[src/rtl/intEntryPkg.sv]
package intEntryPkg;

  typedef enum logic [2:0] {
    SRC_NONE  = 3'd0,
    SRC_RESET = 3'd1,
    SRC_NMI   = 3'd2,
    SRC_IRQ   = 3'd3,
    SRC_BRK   = 3'd4
  } srcSel_e;

  // Strobes from the arbiter to the state/datapath
  typedef struct packed {
    logic    loadEntry;
    srcSel_e src;
    logic    clrNmi;
    logic    clrRst;
    logic    setMask;
  } entryStrobes_t;

endpackage

[src/rtl/intLevelSync.sv]
module intLevelSync #(
  parameter int DEPTH = 2
) (
  input  logic clk,
  input  logic rstN,
  input  logic din,
  output logic dout
);

  generate
    if (DEPTH <= 1) begin : g_single
      logic stage;
      always_ff @(posedge clk or negedge rstN) begin
        if (!rstN) stage <= 1'b0;
        else       stage <= din;
      end
      assign dout = stage;
    end else begin : g_chain
      logic [DEPTH-1:0] chain;
      always_ff @(posedge clk or negedge rstN) begin
        if (!rstN) chain <= '0;
        else       chain <= {chain[DEPTH-2:0], din};
      end
      assign dout = chain[DEPTH-1];
    end
  endgenerate

endmodule

[src/rtl/intEntryCtrl.sv]
module intEntryCtrl
  import intEntryPkg::*;
#(
  parameter int              DATA_W     = 8,
  parameter logic [DATA_W-1:0] BRK_OPCODE = '0
) (
  input  logic              clk,
  input  logic              rstN,
  input  logic              atBoundary,
  input  logic [DATA_W-1:0] fetchedOp,
  input  logic              rstPending,
  input  logic              nmiPending,
  input  logic              irqActive,
  input  logic              maskFlag,
  output entryStrobes_t     strb
);

  srcSel_e winner;

  // Fixed priority: reset, non-maskable, maskable, software break
  always_comb begin
    winner = SRC_NONE;
    if (rstPending)                   winner = SRC_RESET;
    else if (nmiPending)              winner = SRC_NMI;
    else if (irqActive && !maskFlag)  winner = SRC_IRQ;
    else if (fetchedOp == BRK_OPCODE) winner = SRC_BRK;
  end

  always_comb begin
    strb.loadEntry = atBoundary;
    strb.src       = winner;
    strb.clrNmi    = atBoundary && (winner == SRC_NMI);
    strb.clrRst    = atBoundary && (winner == SRC_RESET);
    strb.setMask   = atBoundary && (winner != SRC_NONE);
  end

  // a pending non-maskable request never loses to the maskable one
  p_nmi_over_irq_r2: assert property (@(posedge clk) disable iff (!rstN)
    (atBoundary && nmiPending && !rstPending) |-> strb.clrNmi)
    else $error("non-maskable request lost arbitration");

endmodule

[src/rtl/intEntryPath.sv]
module intEntryPath
  import intEntryPkg::*;
#(
  parameter int                DATA_W     = 8,
  parameter int                ADDR_W     = 16,
  parameter int                SYNC_DEPTH = 2,
  parameter logic [DATA_W-1:0] BRK_OPCODE = '0,
  parameter logic [ADDR_W-1:0] NMI_VEC    = 16'hFFFA,
  parameter logic [ADDR_W-1:0] RST_VEC    = 16'hFFFC,
  parameter logic [ADDR_W-1:0] IRQ_VEC    = 16'hFFFE
) (
  input  logic              clk,
  input  logic              rstN,
  input  logic              irqN,
  input  logic              nmiN,
  input  logic              maskSetReq,
  input  logic              maskClrReq,
  input  logic [DATA_W-1:0] fetchedOp,
  input  entryStrobes_t     strb,
  output logic              rstPending,
  output logic              nmiPending,
  output logic              irqActive,
  output logic              maskFlag,
  output logic              serviceStart,
  output logic [DATA_W-1:0] opcodeOut,
  output logic              pcIncInhibit,
  output logic [1:0]        pcStep,
  output logic              breakFlag,
  output logic [ADDR_W-1:0] vectorAddr
);

  localparam logic [1:0] STEP_HOLD   = 2'd0;
  localparam logic [1:0] STEP_NORMAL = 2'd1;
  localparam logic [1:0] STEP_BREAK  = 2'd2;

  logic nmiLow;
  logic nmiLowPrev;
  logic nmiEdge;
  logic isService;
  logic isHardware;

  intLevelSync #(.DEPTH(SYNC_DEPTH)) uIrqSync (
    .clk(clk), .rstN(rstN), .din(~irqN), .dout(irqActive));

  intLevelSync #(.DEPTH(SYNC_DEPTH)) uNmiSync (
    .clk(clk), .rstN(rstN), .din(~nmiN), .dout(nmiLow));

  assign nmiEdge    = nmiLow && !nmiLowPrev;
  assign isService  = strb.loadEntry && (strb.src != SRC_NONE);
  assign isHardware = (strb.src == SRC_RESET) || (strb.src == SRC_NMI) ||
                      (strb.src == SRC_IRQ);

  function automatic logic [ADDR_W-1:0] vecFor(input srcSel_e s);
    case (s)
      SRC_RESET: vecFor = RST_VEC;
      SRC_NMI:   vecFor = NMI_VEC;
      default:   vecFor = IRQ_VEC;
    endcase
  endfunction

  // Request state
  always_ff @(posedge clk or negedge rstN) begin
    if (!rstN) begin
      nmiLowPrev <= 1'b0;
      nmiPending <= 1'b0;
      rstPending <= 1'b1;
      maskFlag   <= 1'b1;
    end else begin
      nmiLowPrev <= nmiLow;
      if (nmiEdge)          nmiPending <= 1'b1;
      else if (strb.clrNmi) nmiPending <= 1'b0;
      if (strb.clrRst)      rstPending <= 1'b0;
      if (strb.setMask)     maskFlag   <= 1'b1;
      else if (maskSetReq)  maskFlag   <= 1'b1;
      else if (maskClrReq)  maskFlag   <= 1'b0;
    end
  end

  // Entry outputs, loaded at each boundary
  always_ff @(posedge clk or negedge rstN) begin
    if (!rstN) begin
      serviceStart <= 1'b0;
      opcodeOut    <= '0;
      pcIncInhibit <= 1'b0;
      pcStep       <= STEP_HOLD;
      breakFlag    <= 1'b0;
      vectorAddr   <= '0;
    end else begin
      serviceStart <= isService;
      if (strb.loadEntry) begin
        opcodeOut    <= isService ? BRK_OPCODE : fetchedOp;
        pcIncInhibit <= isHardware;
        breakFlag    <= (strb.src == SRC_BRK);
        if (!isService)             pcStep <= STEP_NORMAL;
        else if (isHardware)        pcStep <= STEP_HOLD;
        else                        pcStep <= STEP_BREAK;
        if (isService) vectorAddr <= vecFor(strb.src);
      end
    end
  end

  // the first boundary after release enters the reset vector
  p_reset_entry_r1: assert property (@(posedge clk) disable iff (!rstN)
    (strb.loadEntry && rstPending) |=> (serviceStart && vectorAddr == RST_VEC))
    else $error("reset service not entered");

  // acknowledging the edge latch clears it unless a new edge arrives
  p_nmi_once_r3: assert property (@(posedge clk) disable iff (!rstN)
    (strb.clrNmi && !nmiEdge) |=> !nmiPending)
    else $error("non-maskable latch not cleared");

  // a latched edge survives until its own service
  p_nmi_hold_r12: assert property (@(posedge clk) disable iff (!rstN)
    (nmiPending && !strb.clrNmi) |=> nmiPending)
    else $error("pending non-maskable edge dropped");

  // every entry leaves the mask set
  p_entry_masks_r8: assert property (@(posedge clk) disable iff (!rstN)
    serviceStart |-> maskFlag)
    else $error("mask not set on entry");

  // hardware entry forces the break opcode and holds the PC
  p_hw_force_r9: assert property (@(posedge clk) disable iff (!rstN)
    (serviceStart && !breakFlag) |-> (opcodeOut == BRK_OPCODE && pcIncInhibit &&
                                      pcStep == STEP_HOLD))
    else $error("hardware entry outputs wrong");

  // software break steps the PC by two through the maskable vector
  p_brk_step_r10: assert property (@(posedge clk) disable iff (!rstN)
    (serviceStart && breakFlag) |-> (pcStep == STEP_BREAK && !pcIncInhibit &&
                                     vectorAddr == IRQ_VEC))
    else $error("software break outputs wrong");

  // a start pulse only follows a boundary
  p_start_pulse_r13: assert property (@(posedge clk) disable iff (!rstN)
    serviceStart |-> $past(strb.loadEntry))
    else $error("start pulse without boundary");

endmodule

[src/rtl/intEntryTop.sv]
module intEntryTop
  import intEntryPkg::*;
#(
  parameter int                DATA_W     = 8,
  parameter int                ADDR_W     = 16,
  parameter int                SYNC_DEPTH = 2,
  parameter logic [DATA_W-1:0] BRK_OPCODE = '0,
  parameter logic [ADDR_W-1:0] NMI_VEC    = 16'hFFFA,
  parameter logic [ADDR_W-1:0] RST_VEC    = 16'hFFFC,
  parameter logic [ADDR_W-1:0] IRQ_VEC    = 16'hFFFE
) (
  input  logic              clk,
  input  logic              rstN,
  input  logic              irqN,
  input  logic              nmiN,
  input  logic              maskSetReq,
  input  logic              maskClrReq,
  input  logic              atBoundary,
  input  logic [DATA_W-1:0] fetchedOp,
  output logic              haltCore,
  output logic              maskFlag,
  output logic              serviceStart,
  output logic [DATA_W-1:0] opcodeOut,
  output logic              pcIncInhibit,
  output logic [1:0]        pcStep,
  output logic              breakFlag,
  output logic [ADDR_W-1:0] vectorAddr
);

  entryStrobes_t strb;
  logic rstPending;
  logic nmiPending;
  logic irqActive;

  assign haltCore = ~rstN;

  intEntryCtrl #(.DATA_W(DATA_W), .BRK_OPCODE(BRK_OPCODE)) uCtrl (
    .clk(clk), .rstN(rstN), .atBoundary(atBoundary), .fetchedOp(fetchedOp),
    .rstPending(rstPending), .nmiPending(nmiPending), .irqActive(irqActive),
    .maskFlag(maskFlag), .strb(strb));

  intEntryPath #(
    .DATA_W(DATA_W), .ADDR_W(ADDR_W), .SYNC_DEPTH(SYNC_DEPTH),
    .BRK_OPCODE(BRK_OPCODE), .NMI_VEC(NMI_VEC), .RST_VEC(RST_VEC),
    .IRQ_VEC(IRQ_VEC)
  ) uPath (
    .clk(clk), .rstN(rstN), .irqN(irqN), .nmiN(nmiN),
    .maskSetReq(maskSetReq), .maskClrReq(maskClrReq), .fetchedOp(fetchedOp),
    .strb(strb), .rstPending(rstPending), .nmiPending(nmiPending),
    .irqActive(irqActive), .maskFlag(maskFlag), .serviceStart(serviceStart),
    .opcodeOut(opcodeOut), .pcIncInhibit(pcIncInhibit), .pcStep(pcStep),
    .breakFlag(breakFlag), .vectorAddr(vectorAddr));

endmodule

[config.mk]
export PLATFORM = sky130hd
export DESIGN_NAME = intEntryTop
export DESIGN_NICKNAME = d
export VERILOG_FILES = /design/src/rtl/intEntryPkg.sv /design/src/rtl/intLevelSync.sv /design/src/rtl/intEntryCtrl.sv /design/src/rtl/intEntryPath.sv /design/src/rtl/intEntryTop.sv
export SDC_FILE = /design/constraint.sdc
export NUM_CORES = 1
export LEC_CHECK = 0
export CAP_MARGIN = 25
export CORE_MARGIN = 4
export CORE_UTILIZATION = 38
export CTS_CLUSTER_SIZE = 8
export DETAILED_ROUTE_END_ITERATION = 10
export PLACE_DENSITY = 0.75
export REMOVE_ABC_BUFFERS = 1
export SKIP_LAST_GASP = 1
export SYNTH_ARGS = -nofsm -noshare
export SYNTH_HDL_FRONTEND = slang
export SYNTH_HIERARCHICAL = 1
export SYNTH_SLANG_ARGS = --single-unit
[constraint.sdc]
create_clock -name clk -period 1.5 [get_ports clk]
set_input_delay 0.225 -clock clk [delete_from_list [all_inputs] [get_ports clk]]
set_output_delay 0.225 -clock clk [all_outputs]
set_load 0.01 [all_outputs]
; ---- Yosys cells after proc, flatten, opt, wreduce, memory -nomap -nowiden
; Cells that the tools add are included.
[op_classes]
n_eq_ne = 4
mux = 13
n_bitwise = 3
reduce_logical = 14
[op_table]
columns = cell, n
row1 = $mux W3, 4
row2 = $logic_not A8 Y1, 1
row3 = $mux W8, 1
row4 = $eq A3 B2 Y1 const B, 2
row5 = $pmux W3 S2, 1
row6 = $reduce_bool A3 Y1, 2
row7 = $logic_and A1 B1 Y1, 5
row8 = $mux W1, 5
row9 = $mux W2, 2
row10 = $eq A3 B1 Y1 const B, 1
row11 = $eq A3 B3 Y1 const B, 1
row12 = $not A1 Y1, 3
row13 = $logic_not A1 Y1, 2
row14 = $logic_or A1 B1 Y1, 2
row15 = $reduce_and A2 Y1, 1
row16 = $reduce_bool A2 Y1, 1
[word_totals]
regBits = 37
in_bits = 15
output_inout_bits = 31

; ---- Longest topological paths before layout
; Gate-level depths: netlist of the first run.
[depth]
word_depth = 10
ltp_mapped = 6
ltp_nobuf = 5

; ---- Cells and area by module
; Netlist of the first run, hierarchy kept.
[by_module_without_submodules]
columns = mod, n_inst, cells_each, area_each_um2
row1 = intEntryPath, 1, 91, 918.4
row2 = intEntryCtrl, 1, 15, 100.1
row3 = intLevelSync, 2, 2, 50.0
row4 = intEntryTop, 1, 1, 3.8

; ---- Worst setup path after synthesis of the first run
; OpenSTA, ideal clock, no wires.
[synth_timing]
path_kind = reg2reg
from = register uPath.maskFlag
to = register uPath.serviceStart
t_arrival_ns = 1.493
path_slack_ns = -0.110
stages_incl_launch_ff = 6
n_path_buf = 1
cell_sequence = dfstp_2 > nor2b_1 > a21o_1 > or3_4 > buf_6 > and2_4
[synth_rtl]
columns = item, line_no
row1 = start: declaration, intEntryPath.sv:23  ; output logic maskFlag,
row2 = start signal: assignment, intEntryPath.sv:67  ; maskFlag <= 1'b1;
row3 = start signal: assignment, intEntryPath.sv:73  ; if (strb.setMask) maskFlag <= 1'b1;
row4 = start signal: assignment, intEntryPath.sv:74  ; else if (maskSetReq) maskFlag <= 1'b1;
row5 = end signal: assignment, intEntryPath.sv:89  ; serviceStart <= isService;
row6 = end: declaration, intEntryPath.sv:24  ; output logic serviceStart,

==> impl_table.tex, run 1 <==
\begin{tabular}{lr}
\hline
Metric & Value \\
\hline
\multicolumn{2}{l}{\textbf{Outcome}} \\
Outcome & finished with violations \\
Failing checks & negative setup slack \\
\multicolumn{2}{l}{\textbf{Setup path}} \\
WP data required & 1.72 ns \\
Worst Setup Path Type & reg2reg \\
Slowest Stage Delay on Critical Path & 0.60 ns \\
Cell depth of the worst setup path & 4 \\
Worst Path Arrival & 1.76 ns \\
Crit-path leading delay family & flip-flops \\
Depth of the worst register-to-register path & 4 \\
Slack of the worst reg-to-reg path & -0.04 ns \\
Startpoint types & register \\
Setup crit end kind & register \\
CP cell instances & nor4\_4, buf\_4, or3\_4, a21o\_2 \\
Critical-path top delay cell & sky130\_fd\_sc\_hd\_\_dfstp\_2 \\
Max FO, Critical Path & 6 \\
Combined buffer and inverter count along the critical path & 1 \\
\multicolumn{2}{l}{\textbf{Yosys}} \\
Post-synthesis sequential area ratio & 53.7\% \\
Prevailing post-synth register cell & sky130\_fd\_sc\_hd\_\_dfrtp\_1 \\
Number of enable-type register cells in the synthesized netlist & 0 \\
Mapped Cells & 111 \\
Seq cells post-synth & 24 \\
Area fraction of the dominant cell type after synthesis & 49.1\% \\
Synth top cells by count & sky130\_fd\_sc\_hd\_\_dfrtp\_1 (22), sky130\_fd\_sc\_hd\_\_inv\_1 (19), sky130\_fd\_sc\_hd\_\_buf\_4 (14) \\
Cell taking the most area after synthesis & sky130\_fd\_sc\_hd\_\_dfrtp\_1 \\
Ranking of synthesized cells by area & sky130\_fd\_sc\_hd\_\_dfrtp\_1 (49\%), sky130\_fd\_sc\_hd\_\_buf\_4 (9.4\%), sky130\_fd\_sc\_hd\_\_inv\_1 (6.4\%) \\
Cell Area, Synth & 1120 um2 \\
Share of synthesized flip-flops with an asynchronous set or reset & 100\% \\
Syn. warnings & 6 \\
Library cells used by synthesis & 24 \\
Most frequent cell after synthesis & sky130\_fd\_sc\_hd\_\_dfrtp\_1 \\
Syn Area/Cell & 10.1 um2 \\
\multicolumn{2}{l}{\textbf{Detailed routing}} \\
Wire per inst & 13.7 um \\
Initial detailed-routing violation count & 16 \\
Iteration count of the initial detailed-routing pass & 4 \\
Drc violations & 0 \\
Number of nets with antenna violations after routing & 0 \\
Vias per Instance & 4.86 \\
Routed WL & 2610 um \\
Vias & 928 \\
\multicolumn{2}{l}{\textbf{CTS}} \\
Root buffer cell & sky130\_fd\_sc\_hd\_\_clkbuf\_4 \\
Post-CTS Hold Buffers & 0 \\
Clock buffers created by TritonCTS & 3 \\
Clock-pin slew reported for the worst setup and hold paths after clock tree synthesis & 0.13 ns \\
Clock tree from TritonCTS & yes \\
H-Tree Level Count & 1 \\
TritonCTS sink count & 24 \\
Max clock buf depth & 2 \\
Insertion delay of the later-clocked pin in the worst-skew pair & 0.31 ns \\
\multicolumn{2}{l}{\textbf{Place}} \\
Post-DP HPWL & 1630 um \\
Placed instance count & 176 \\
Worst setup slack after placement & -0.345 ns \\
Final GP Congestion & 0.802 \\
IO Port Bufs & 44 \\
\multicolumn{2}{l}{\textbf{Layout}} \\
Inserted Diodes & 0 \\
Signed area change from the synthesized netlist to the final layout & 55.4\% \\
Layout cell share with drive strength beyond 1 & 26.3\% \\
Final Non-Filler Cells & 191 \\
Number of nets in the final layout & 176 \\
Final design utilization & 62.7\% \\
\multicolumn{2}{l}{\textbf{Die}} \\
Floorplan Core Area & 2780 um2 \\
Io pins & 46 \\
Die Footprint & 3890 um2 \\
Die Y & 62.3 um \\
Number of rows in the core area & 19 \\
Die Wd & 62.3 um \\
Effective utilization at floorplan & 40.4\% \\
\multicolumn{2}{l}{\textbf{Global route}} \\
GR Util met2 & 20.9\% \\
Vias in the first global route & 976 \\
GR Util met1 & 18.6\% \\
Met3 usage in global routing & 4.68\% \\
Routing layer with the top usage in global route & met2 \\
Largest net degree at the start of global routing & 32 \\
Wire length of the first global-routing pass & 4490 um \\
Overall Global Routing Usage & 14.0\% \\
Initial antenna violation count & 0 \\
Total gr overflow & 0 \\
\multicolumn{2}{l}{\textbf{Timing}} \\
Total of endpoints with negative setup slack in the final report & 2 \\
Number of hold-slack violations in the final timing report & 0 \\
Fin crit share & 103\% \\
Min setup slack post-route & -0.0413 ns \\
Number of pins exceeding their max-slew limit in the final report & 0 \\
Final critical-path required period & 1.54 ns \\
Max frequency & 0.649 GHz \\
Unrepaired setup endpoints after global routing & true \\
Setup clock skew after layout & 0.00598 ns \\
Fin Hold WS & 0.315 ns \\
\multicolumn{2}{l}{\textbf{Power and ir drop}} \\
Power Density & 798 nW/um2 \\
Peak supply drop & 0.000688 V \\
Static Leak & 0.000941 uW \\
Power Total & 1390 uW \\
\multicolumn{2}{l}{\textbf{Flow run}} \\
Max cap viols & 0 \\
\multicolumn{2}{l}{\textbf{Worst hold path}} \\
Worst hold path cell count & 3 \\
Type of the worst min-delay path & in2reg \\
\hline
\end{tabular}
final timing paths:
path,start,endpoint
hold / removal,fetchedOp[6],uPath/opcodeOut[6]$_DFFE_PN0P_
max in group asynchronous,rstN,uPath/rstPending$_DFFE_PN1P_
setup / recovery,uPath/rstPending$_DFFE_PN1P_,uPath/vectorAddr[3]$_DFFE_PN0P_
hold reg to reg,uPath/uIrqSync/g_chain.chain[0]$_DFF_PN0_,uPath/uIrqSync/g_chain.chain[1]$_DFF_PN0_
min in group asynchronous,rstN,uPath/uNmiSync/g_chain.chain[0]$_DFF_PN0_
setup reg to reg,uPath/rstPending$_DFFE_PN1P_,uPath/vectorAddr[3]$_DFFE_PN0P_
layout by cell type (no fill, tap or decap), types with 2 or more instances in the layout:
| master | n |
|---|---|
| sky130_fd_sc_hd__clkbuf_4 | 3 |
| sky130_fd_sc_hd__clkdlybuf4s50_1 | 9 |
| sky130_fd_sc_hd__dlygate4sd2_1 | 11 |
| sky130_fd_sc_hd__dfrtp_1 | 21 |
| sky130_fd_sc_hd__nor2_1 | 3 |
| sky130_fd_sc_hd__o22ai_1 | 7 |
| sky130_fd_sc_hd__buf_4 | 16 |
| sky130_fd_sc_hd__nor2_2 | 2 |
| sky130_fd_sc_hd__dfstp_2 | 2 |
| sky130_fd_sc_hd__nand2_1 | 12 |
| sky130_fd_sc_hd__a21bo_2 | 2 |
| sky130_fd_sc_hd__nor4_4 | 2 |
| sky130_fd_sc_hd__dlymetal6s2s_1 | 23 |
| sky130_fd_sc_hd__o22ai_2 | 3 |
| sky130_fd_sc_hd__inv_1 | 19 |
| sky130_fd_sc_hd__or3_4 | 2 |
| sky130_fd_sc_hd__o21ai_0 | 4 |
layer usage:
metal  vias to the layer above  share of wire (%)
met5                         -                  0
met4                         0                1.1
met3                         2                9.5
met2                        44                 47
met1                       443                 42
li1                        439                  -
layout make-up:
class | instances | area [um2]
well taps | 31 | 38.8
fillers | 223 | 1040
inverters | 19 | 71.3
clock buffers | 4 | 26.3
flip-flops and latches | 24 | 604
multi-input cells | 51 | 379
repair buffers | 62 | 624
metrics by stage:
step                      TNS [ns]  area, um2
after floorplan             -0.163        991
after global placement       -4.19       1540
after detailed placement     -4.49       1540
after CTS                    -1.29       1620
after global routing        -0.152       1740
final                      -0.0537       1740
state kept, by name, indices dropped and copies added, names as in the netlist:
signal and cells:
uPath/pcStep 2, uPath/breakFlag 1, uPath/maskFlag 1, uPath/pcIncInhibit 1
uPath/uIrqSync/g_chain.chain 2, uPath/nmiPending 1, uPath/opcodeOut 8, uPath/rstPending 1
uPath/uNmiSync/g_chain.chain 2, uPath/vectorAddr 3, uPath/serviceStart 1, uPath/nmiLowPrev 1
cell families (layout without fill, tap and decap cells):
logic type	count (synthesis)	count (layout)	share of synthesized area [%]
flip-flops	24	24	53.7
multiplexers	1	1	2.01
other	1	1	0.334
AND/OR/NAND/NOR	28	29	13.8
buffers and inverters	37	85	18.1
AO/OA/AOI/OAI	20	20	12.0
power breakdown:
| group | internal [uW] | switching, uW | total, uW |
|---|---|---|---|
| Combinational | 194 | 173 | 367 |
| Clock | 104 | 185 | 289 |
| Sequential | 706 | 29.6 | 735 |
| Total | 1000 | 388 | 1390 |
worst min-delay path, delay by kind of cell:
family | cells | cell delay (ns)
and+or+nand+nor | 1 | 0.07
buffers and inverters | 1 | 0.25
AOI/OAI and AO/OA | 1 | 0.05
timing repair:
action                     in CTS  in global routing
setup endpoints to repair      27                 36
gates cloned                    1                  0
setup buffers                   6                  4
resized for setup              17                 33
pin swaps                       9                  6
Power figures use the tool's default switching activity.
==> inputs of run 2 (changes only) <==
--- a/config.mk
+++ b/config.mk
@@ -8,7 +8,6 @@
 export CAP_MARGIN = 25
 export CORE_MARGIN = 4
 export CORE_UTILIZATION = 38
-export CTS_CLUSTER_SIZE = 8
 export DETAILED_ROUTE_END_ITERATION = 10
 export PLACE_DENSITY = 0.75
 export REMOVE_ABC_BUFFERS = 1
==> results of run 2 <==
The final DEF is identical to that of run 1; final timing and power are the same.
